## config.mk

```make
export PLATFORM = sky130hd
export DESIGN_NAME = csb_decoder
export DESIGN_NICKNAME = d
export VERILOG_FILES = /design/src/rtl/csb_pkg.sv /design/src/rtl/csb_regfile.sv /design/src/rtl/csb_match.sv /design/src/rtl/csb_select.sv /design/src/rtl/csb_decoder.sv
export SDC_FILE = /design/constraint.sdc
export NUM_CORES = 2
export LEC_CHECK = 0
export BUFFER_PORTS_ARGS = -buffer_cell sky130_fd_sc_hd__buf_2
export CAP_MARGIN = 20
export CORE_MARGIN = 2
export CORE_UTILIZATION = 57
export CTS_CLUSTER_DIAMETER = 200
export DETAILED_ROUTE_END_ITERATION = 6
export PLACE_DENSITY = 0.78
export SLEW_MARGIN = 10
export SYNTH_ARGS = -nofsm -noshare
export SYNTH_HDL_FRONTEND = slang
export SYNTH_SLANG_ARGS = --single-unit
```

## constraint.sdc

```tcl
create_clock -name clk -period 13.8 [get_ports clk]
set_input_delay 1.38 -clock clk [delete_from_list [all_inputs] [get_ports clk]]
set_output_delay 1.38 -clock clk [all_outputs]
set_load 0.05 [all_outputs]
```

## src/rtl/csb_pkg.sv

```systemverilog
`timescale 1ns/1ps
package csb_pkg;
  localparam int ADDR_W   = 32;
  localparam int DATA_W   = 32;
  localparam int CFG_AW   = 12;
  localparam int GRAN_LSB = 17;               // 128 KiB bank granularity
  localparam int CMP_W    = ADDR_W - GRAN_LSB; // compared address bits
  localparam logic [3:0] PG_BASE  = 4'h1;     // base words page
  localparam logic [3:0] PG_TIM_A = 4'h2;     // timing words 0..3
  localparam logic [3:0] PG_TIM_B = 4'h3;     // timing word 4

  typedef enum logic [1:0] {
    RS_NONE = 2'd0,
    RS_BASE = 2'd1,
    RS_TIM  = 2'd2
  } rsel_e;
endpackage

```

## src/rtl/csb_regfile.sv

```systemverilog
`timescale 1ns/1ps
module csb_regfile #(
  parameter int NUM_BANKS = 8,
  parameter int TIM_WORDS = 5
) (
  input  logic                                    clk,
  input  logic                                    rst,
  input  logic                                    boot_swap,
  input  logic                                    cfg_we,
  input  logic [csb_pkg::CFG_AW-1:0]              cfg_addr,
  input  logic [csb_pkg::DATA_W-1:0]              cfg_wdata,
  output logic [csb_pkg::DATA_W-1:0]              cfg_rdata,
  output logic [NUM_BANKS-1:0][csb_pkg::DATA_W-1:0] bases,
  output logic                                    swap_o
);
  import csb_pkg::*;

  localparam int BW     = $clog2(NUM_BANKS);
  localparam int TDEPTH = NUM_BANKS * TIM_WORDS;
  localparam int TIW    = $clog2(TDEPTH);

  logic [3:0]    page, slot_f, wsel;
  logic [BW-1:0] slot;
  logic          slot_ok, is_base, is_tim;
  logic [2:0]    tim_word;
  logic [TIW-1:0] tidx;

  assign page   = cfg_addr[11:8];
  assign slot_f = cfg_addr[7:4];
  assign wsel   = cfg_addr[3:0];
  assign slot   = slot_f[BW-1:0];
  assign slot_ok = (int'(slot_f) < NUM_BANKS);
  assign is_base = slot_ok && (page == PG_BASE) && (wsel == 4'h0);
  assign is_tim  = slot_ok && (((page == PG_TIM_A) && (wsel[1:0] == 2'b00)) ||
                               ((page == PG_TIM_B) && (wsel == 4'h0)));
  assign tim_word = (page == PG_TIM_A) ? {1'b0, wsel[3:2]} : 3'd4;
  assign tidx = TIW'(int'(slot) * TIM_WORDS + int'(tim_word));

  // Base words: flops, all compared in parallel by the matcher.
  logic [NUM_BANKS-1:0][DATA_W-1:0] base_q;
  logic swap_q;

  always_ff @(posedge clk) begin
    if (rst) begin
      for (int i = 0; i < NUM_BANKS; i++) base_q[i] <= '0;
      base_q[0] <= {{(DATA_W-1){1'b0}}, ~boot_swap};
      swap_q    <= boot_swap;
    end else if (cfg_we && is_base) begin
      base_q[slot] <= cfg_wdata;
    end
  end

  assign bases  = base_q;
  assign swap_o = swap_q;

  // Timing words: storage only, single-port RAM style.
  logic [DATA_W-1:0] tim_mem [TDEPTH];
  logic [DATA_W-1:0] tim_rd_q, base_rd_q;
  rsel_e             rs_q;

  always_ff @(posedge clk) begin
    if (cfg_we && is_tim) tim_mem[tidx] <= cfg_wdata;
    tim_rd_q <= tim_mem[tidx];
  end

  always_ff @(posedge clk) begin
    if (rst) begin
      rs_q      <= RS_NONE;
      base_rd_q <= '0;
    end else begin
      base_rd_q <= base_q[slot];
      if (is_base)     rs_q <= RS_BASE;
      else if (is_tim) rs_q <= RS_TIM;
      else             rs_q <= RS_NONE;
    end
  end

  always_comb begin
    case (rs_q)
      RS_BASE: cfg_rdata = base_rd_q;
      RS_TIM:  cfg_rdata = tim_rd_q;
      default: cfg_rdata = '0;
    endcase
  end

  // reset values of slots 0 and 1
  a_r1_reset_slot0: assert property (@(posedge clk) disable iff (rst)
    $past(rst) |-> (base_q[0] == {{(DATA_W-1){1'b0}}, ~swap_q}));
  a_r1_reset_slot1: assert property (@(posedge clk) disable iff (rst)
    $past(rst) |-> (base_q[1] == '0));
  // unmapped offsets read zero on the next cycle
  a_r11_unmapped_zero: assert property (@(posedge clk) disable iff (rst)
    (!is_base && !is_tim) |=> (cfg_rdata == '0));
  // a write to an unmapped offset leaves the base words unchanged
  a_r11_unmapped_write: assert property (@(posedge clk) disable iff (rst)
    (cfg_we && !is_base) |=> $stable(base_q));
endmodule

```

## src/rtl/csb_match.sv

```systemverilog
`timescale 1ns/1ps
module csb_match #(
  parameter int NUM_BANKS = 8
) (
  input  logic [csb_pkg::ADDR_W-1:0]                addr,
  input  logic [NUM_BANKS-1:0][csb_pkg::DATA_W-1:0] bases,
  output logic [NUM_BANKS-1:0]                      hit,
  output logic [NUM_BANKS-1:0][csb_pkg::ADDR_W-1:0] offs
);
  import csb_pkg::*;

  for (genvar g = 0; g < NUM_BANKS; g++) begin : g_slot
    logic [CMP_W-1:0] mask, diff;
    logic             nominal;

    assign mask    = bases[g][CMP_W:1];
    assign diff    = (addr[ADDR_W-1:GRAN_LSB] ^ bases[g][ADDR_W-1:GRAN_LSB]) & mask;
    assign nominal = bases[g][0] && (diff == '0);
    assign offs[g] = addr & ~{mask, {GRAN_LSB{1'b0}}};

    if (g < 2) begin : g_legacy
      // Legacy slots: an all-zero word catches every address.
      assign hit[g] = nominal || (bases[g] == '0);
    end else begin : g_plain
      assign hit[g] = nominal;
    end
  end
endmodule

```

## src/rtl/csb_select.sv

```systemverilog
`timescale 1ns/1ps
module csb_select #(
  parameter int NUM_BANKS = 8
) (
  input  logic                                      clk,
  input  logic                                      rst,
  input  logic                                      valid_i,
  input  logic                                      swap_i,
  input  logic [NUM_BANKS-1:0]                      hit,
  input  logic [NUM_BANKS-1:0][csb_pkg::ADDR_W-1:0] offs,
  output logic                                      out_valid,
  output logic [NUM_BANKS-1:0]                      cs_o,
  output logic [csb_pkg::ADDR_W-1:0]                off_o,
  output logic                                      err_o
);
  import csb_pkg::*;
  localparam int BW = $clog2(NUM_BANKS);

  logic [BW-1:0] win, pin;
  logic          any;

  always_comb begin
    win = '0;
    any = 1'b0;
    for (int i = NUM_BANKS - 1; i >= 0; i--) begin
      if (hit[i]) begin
        win = BW'(i);
        any = 1'b1;
      end
    end
    pin = win;
    if (swap_i && (win < BW'(2))) pin = win ^ BW'(1);
  end

  always_ff @(posedge clk) begin
    if (rst) begin
      out_valid <= 1'b0;
      cs_o      <= '0;
      off_o     <= '0;
      err_o     <= 1'b0;
    end else begin
      out_valid <= valid_i;
      cs_o      <= (valid_i && any) ? (NUM_BANKS'(1) << pin) : '0;
      off_o     <= (valid_i && any) ? offs[win] : '0;
      err_o     <= valid_i && !any;
    end
  end

  // with the strap set, a slot-0 hit lands on line 1
  a_r9_swap_line: assert property (@(posedge clk) disable iff (rst)
    (valid_i && swap_i && hit[0]) |=> cs_o[1]);
  // lowest slot wins when slot 0 hits without swap
  a_r4_slot0_first: assert property (@(posedge clk) disable iff (rst)
    (valid_i && !swap_i && hit[0]) |=> (cs_o == NUM_BANKS'(1)));
endmodule

```

## src/rtl/csb_decoder.sv

```systemverilog
`timescale 1ns/1ps
module csb_decoder #(
  parameter int NUM_BANKS = 8,
  parameter int TIM_WORDS = 5
) (
  input  logic        clk,
  input  logic        rst,
  input  logic        boot_swap,
  input  logic        cfg_we,
  input  logic [11:0] cfg_addr,
  input  logic [31:0] cfg_wdata,
  output logic [31:0] cfg_rdata,
  input  logic        cpu_valid,
  input  logic [31:0] cpu_addr,
  output logic        out_valid,
  output logic [7:0]  cs,
  output logic [31:0] bank_off,
  output logic        dec_err
);
  import csb_pkg::*;

  logic [NUM_BANKS-1:0][DATA_W-1:0] bases;
  logic [NUM_BANKS-1:0]             hit;
  logic [NUM_BANKS-1:0][ADDR_W-1:0] offs;
  logic                             swap;
  logic [NUM_BANKS-1:0]             cs_w;

  csb_regfile #(.NUM_BANKS(NUM_BANKS), .TIM_WORDS(TIM_WORDS)) u_regs (
    .clk(clk), .rst(rst), .boot_swap(boot_swap),
    .cfg_we(cfg_we), .cfg_addr(cfg_addr), .cfg_wdata(cfg_wdata),
    .cfg_rdata(cfg_rdata), .bases(bases), .swap_o(swap)
  );

  csb_match #(.NUM_BANKS(NUM_BANKS)) u_match (
    .addr(cpu_addr), .bases(bases), .hit(hit), .offs(offs)
  );

  csb_select #(.NUM_BANKS(NUM_BANKS)) u_sel (
    .clk(clk), .rst(rst), .valid_i(cpu_valid), .swap_i(swap),
    .hit(hit), .offs(offs), .out_valid(out_valid), .cs_o(cs_w),
    .off_o(bank_off), .err_o(dec_err)
  );

  assign cs = cs_w;

  // never more than one chip select
  a_r4_onehot_cs: assert property (@(posedge clk) disable iff (rst)
    $onehot0(cs));
  // result follows a valid address by one cycle
  a_r2_valid_next: assert property (@(posedge clk) disable iff (rst)
    cpu_valid |=> out_valid);
  // idle cycles show nothing
  a_r2_idle_quiet: assert property (@(posedge clk) disable iff (rst)
    !cpu_valid |=> (!out_valid && cs == '0 && !dec_err));
  // a miss carries no chip select and a zero offset
  a_r6_miss_clean: assert property (@(posedge clk) disable iff (rst)
    dec_err |-> (cs == '0 && bank_off == '0 && out_valid));
endmodule

```

# --- Word-level counts from Yosys, hierarchy flattened ---
# Memory sizes are Yosys's and may differ from the RTL's. A register that Yosys moved wholly into a read port is not among the register bits.
# Cells that the tools add are included.
word_totals:
  reg_bits: 333
  ram_bits: 1280
  input_bits: 81
  memories: 1
classes:
  add_sub_neg: 1
  mul: 1
  n_lt_le_gt_ge: 5
  n_eq_ne: 5
  shifts: 1
  n_mux: 32
  bitwise_logic: 35
  reduce_logical: 38
memory_table:
  columns: ["name", "words", "width", "read_ports", "rd_clocked_by_memory_dff", "wr", "line_no", "rtl"]
  rows:
  - ["u_regs.tim_mem", 40, 32, 1, 1, 1, "csb_regfile.sv:57", "logic [DATA_W-1:0] tim_mem [TDEPTH];"]
ops:
  columns: ["operator", "n"]
  rows:
  - ["$and 32x32->32", 8]
  - ["$bwmux 256", 1]
  - ["$not 32->32", 8]
  - ["$bmux 32 s3", 2]
  - ["$and 15x15->15", 8]
  - ["$logic_not 15->1", 8]
  - ["$xor 15x15->15", 8]
  - ["$demux 32 s3", 1]
  - ["$mux 32", 3]
  - ["$logic_not 32->1", 2]
  - ["$pmux 32 s2", 1]
  - ["$mux 3", 9]
  - ["$logic_and 1x1->1", 19]
  - ["$mux 1", 14]
  - ["$eq 4x2->1 const B", 2]
  - ["$lt 3x4->1 const B", 2]
  - ["$shl 1x3->8 const A", 1]
  - ["$add 6x4->6", 1]
  - ["$mul 3x3->6 const B", 1]
  - ["$eq 4x1->1 const B", 1]
  - ["$logic_not 4->1", 1]
  - ["$lt 4x4->1 const B", 1]
  - ["$reduce_or 2->1", 2]
  - ["$ge 3x1->1 const B", 1]
  - ["other kinds (9)", 13]

# --- Depth between registers and ports, before layout ---
depth:
  ltp_word: 16
  ltp_mapped: 18

# --- Hierarchy ---
# A second synthesis with hierarchy kept.
hier_totals:
  hier_cells: 4969
  hier_area_um2: 69799.4
by_module_without_submodules:
  columns: ["module", "n_inst", "cells_each", "area_per_inst_um2", "seq_area_each_um2"]
  rows:
  - ["csb_regfile", 1, 3888, 62381.1, 44923.1]
  - ["csb_match", 1, 527, 3936.3, 0.0]
  - ["csb_select", 1, 554, 3482.1, 840.8]

# --- Worst setup path before layout ---
# OpenSTA, ideal clock, no wires.
synth_path:
  kind: "input port to flip-flop"
  from: "input port cfg_addr[11]"
  to: "memory u_regs.tim_mem[32][0], enable pin"
  setup_time_ps: 421
  arrival_time_ps: 5628
  required_time_ps: 13379
  setup_slack_ps: 7751
  cell_stages: 14
  cell_sequence: "nor2_1 > nand2_1 > nor2_1 > and2_1 > ha_1 > ha_1 > inv_1 > fa_1 > clkbuf_1 > nor3b_1 > clkbuf_1 > clkbuf_1 > nand2_1 > nor2_1"
synth_via:
  elab_chain_cells: 7
  elab_cells_between_ends: 11
synth_rtl:
  columns: ["element", "line_no", "rtl"]
  rows:
  - ["start, declared", "csb_decoder.sv:10", "input logic [11:0] cfg_addr,"]
  - ["branches (longest 7 deep; another with $add 6x4->6)", null, null]
  - ["end, declared", "csb_regfile.sv:57", null]
# Several ways; the timed one is not identified.

# --- Worst setup path in the final report ---
layout_path:
  from: "input port cfg_addr[11]"
  to: "memory u_regs.tim_mem[25][10], enable pin"
# The elaborated chain is that of the path after synthesis.

==> qor.txt <==
status: finished, violations left
failing checks: DRC
vias after detailed routing: 43787
largest net degree at the start of global routing: 111
Synth Area per Inst: 13.9 um2
maximum VDD drop: 0.133 mV
worst path cell trace: buf_2, nor2_1, nand2_1, nor2_1, and2_1, ha_1, ha_1, inv_1, fa_1, and3b_4, buf_12, nand2_1, nor2_4, buf_4
PwrDens: 148 nW/um2
Iter 0 DRT Violations: 8410
CTS clk-pin slew, worst paths: 0.06 ns
CTS root buf: clkbuf_16
total negative setup slack: 0 ns
CP Max Fanout: 102
initial core utilization: 57.3%
IO Port Bufs: 154
synthesized area: 63100 um2
drt via density: 7.03
CTS-repair resized insts: 0
# IOs: 155
Layout Cells excl Fill: 6228
EDFF count, synth: 1282
Synth top cells by count: edfxtp_1, nand2_1, a22oi_1, a21oi_1, dfxtp_1
Largest stage delay, worst path: 0.80 ns
area of the die: 113000 um2
die width: 337 um
Core Area: 110000 um2
Netlist cell types: 61
hold-critical path depth: 2
Worst Setup Start Kind: input port
RSZ-0062 raised after global routing: false
Inst Count DP: 5929
Hold Buf Count CTS: 0
cell taking the most area after synthesis: edfxtp_1
Core Util, Final: 64.5%
vias in the first global route: 40841
critical path class: input port to flip-flop
final period utilization: 41.8%
Die Y-Extent: 337 um
# setup viols final: 0
Lkg Pwr: 0.0230 uW
ANT nets after route: 0
wire per inst: 33.3 um
Clock Tree Buf Depth: 3
Max Freq: 0.173 GHz
final hold violations: 0
most common cell in the synthesized netlist: edfxtp_1
Worst EP required: 14.24 ns
Post-CTS Setup Bufs: 0
area grow syn2layout: 12.6%
Post-synth ARST share: 0%
main flop type after synthesis: edfxtp_1
max cap viols: 0
CTS Buf Count: 158
final hold slack: 0.457 ns
slew margin rel.: 19.2%
# clock sinks: 1645
FF-to-FF path depth: 9
Tmin final: 5.77 ns
Area contributors post-synth: edfxtp_1, dfxtp_1, a22oi_1
final wirelength: 208000 um
register area share after synthesis: 72.5%
HPWL after DPL: 117000 um
Seq cells post-synth: 1645
row cnt: 122
CTS tree: done
CP Capture Type: flip-flop
DR pass1 iterations: 7
Clock Skews: 0.0596 ns
YS warnings: 0
Post-Synthesis Cells: 4536
Slew Limit Fails: 0
first-pass GRT wire length: 292000 um
Post-route DRC: 7
top-area cell type share of the netlist area: 61.0%
Congestion Overflow GR: 0
total power: 10500 uW
H-tree Lvls: 4
Worst-Margin Slew: 1.21 ns
antenna violations before repair: 8
final net count: 4703
Worst Hold Class: flip-flop to flip-flop
gpl congestion: 1.04
share of cells above drive strength 1: 13.2%
later-pin clock latency in the skew report: 0.80 ns
gr usage total: 36.2%
WP data arrival: 6.21 ns
Slowest-stage cell, CP: fa_1
Syn Nets: 4629
## sequential cells by signal, indices dropped and copies added, names as in the netlist
| register | cells |
|---|---|
| u_sel.out_valid | 1 |
| u_sel.off_o | 32 |
| u_regs.tim_rd_q | 32 |
| u_regs.base_rd_q | 32 |
| u_regs.bases | 256 |
| u_regs.tim_mem | 1280 |
| u_sel.cs_o | 8 |
| u_sel.err_o | 1 |
| u_regs.swap_o | 1 |
| u_regs.rs_q | 2 |
## cell families (layout without fill, tap and decap cells)
| logic type | Yosys count | in the layout | share of synthesized area (%) |
|---|---|---|---|
| flops | 1645 | 1645 | 72.5 |
| compound gates | 1349 | 1349 | 15.0 |
| simple gates | 933 | 933 | 6.25 |
| buf+inv | 374 | 577 | 2.38 |
| xor+xnor | 124 | 124 | 1.72 |
| mux | 99 | 99 | 1.97 |
| fa+ha+maj | 12 | 12 | 0.250 |
| other cells | 0 | 1 | 0 |
## critical path, delay by kind of cell
kind          cells  cell delay (ns)
simple gates      7             2.44
fa+ha+maj         3             1.12
buf+inv           4             0.94
## through the flow
| step | setup WS (ns) | instance area, um2 |
|---|---|---|
| final | 8.03 | 71100 |
| after global routing | 7.82 | 71100 |
| after CTS | 8.15 | 70900 |
| after detailed placement | 7.38 | 65700 |
| after global placement | 7.43 | 65600 |
| after floorplan | 7.75 | 63100 |
## layout by cell type (no fill, tap or decap), drive strengths merged, types with 54 or more instances in the layout
| cell | instances |
|---|---|
| a221oi | 141 |
| nand2 | 583 |
| a22oi | 494 |
| a21oi | 367 |
| xor2 | 122 |
| nand4 | 54 |
| nor2 | 163 |
| clkinv | 66 |
| a31oi | 123 |
| buf | 268 |
| a22o | 141 |
| dfxtp | 363 |
| clkbuf | 205 |
| edfxtp | 1282 |
## layer usage
layer | up-vias | part of all wire (%) | global-route usage, %
met5 | - | 0.055 | 0
li1 | 17748 | - | -
met3 | 637 | 16 | 11.8
met4 | 12 | 5.1 | 16.5
met1 | 21595 | 37 | 50.9
met2 | 3795 | 43 | 51.6
## final cells by class
cell class	count	area (um2)
multi-input combinational	2517	16300
sequential	1645	45800
fill	7648	39100
tap	1488	1860
clock buffer	203	4300
inverter	18	67.6
timing repair buffer	270	1930
clock inverter	86	925
antenna	1	2.50
## path summary, 6_finish.rpt
kind	from	endpoint	slack, ns
setup reg to reg	u_regs.bases[117]	u_sel.off_o[18]	9.60
hold reg to reg	u_regs.bases[144]	u_regs.bases[144]	0.46
setup / recovery	cfg_addr[11]	u_regs.tim_mem[25][10]	8.03
hold / removal	u_regs.bases[144]	u_regs.bases[144]	0.46
## report_power, final
part / internal, uW / switching, uW
Clock: 2420 / 1920
Combinational: 186 / 563
Sequential: 5380 / 71.7
(Power assumes the default switching activity.)
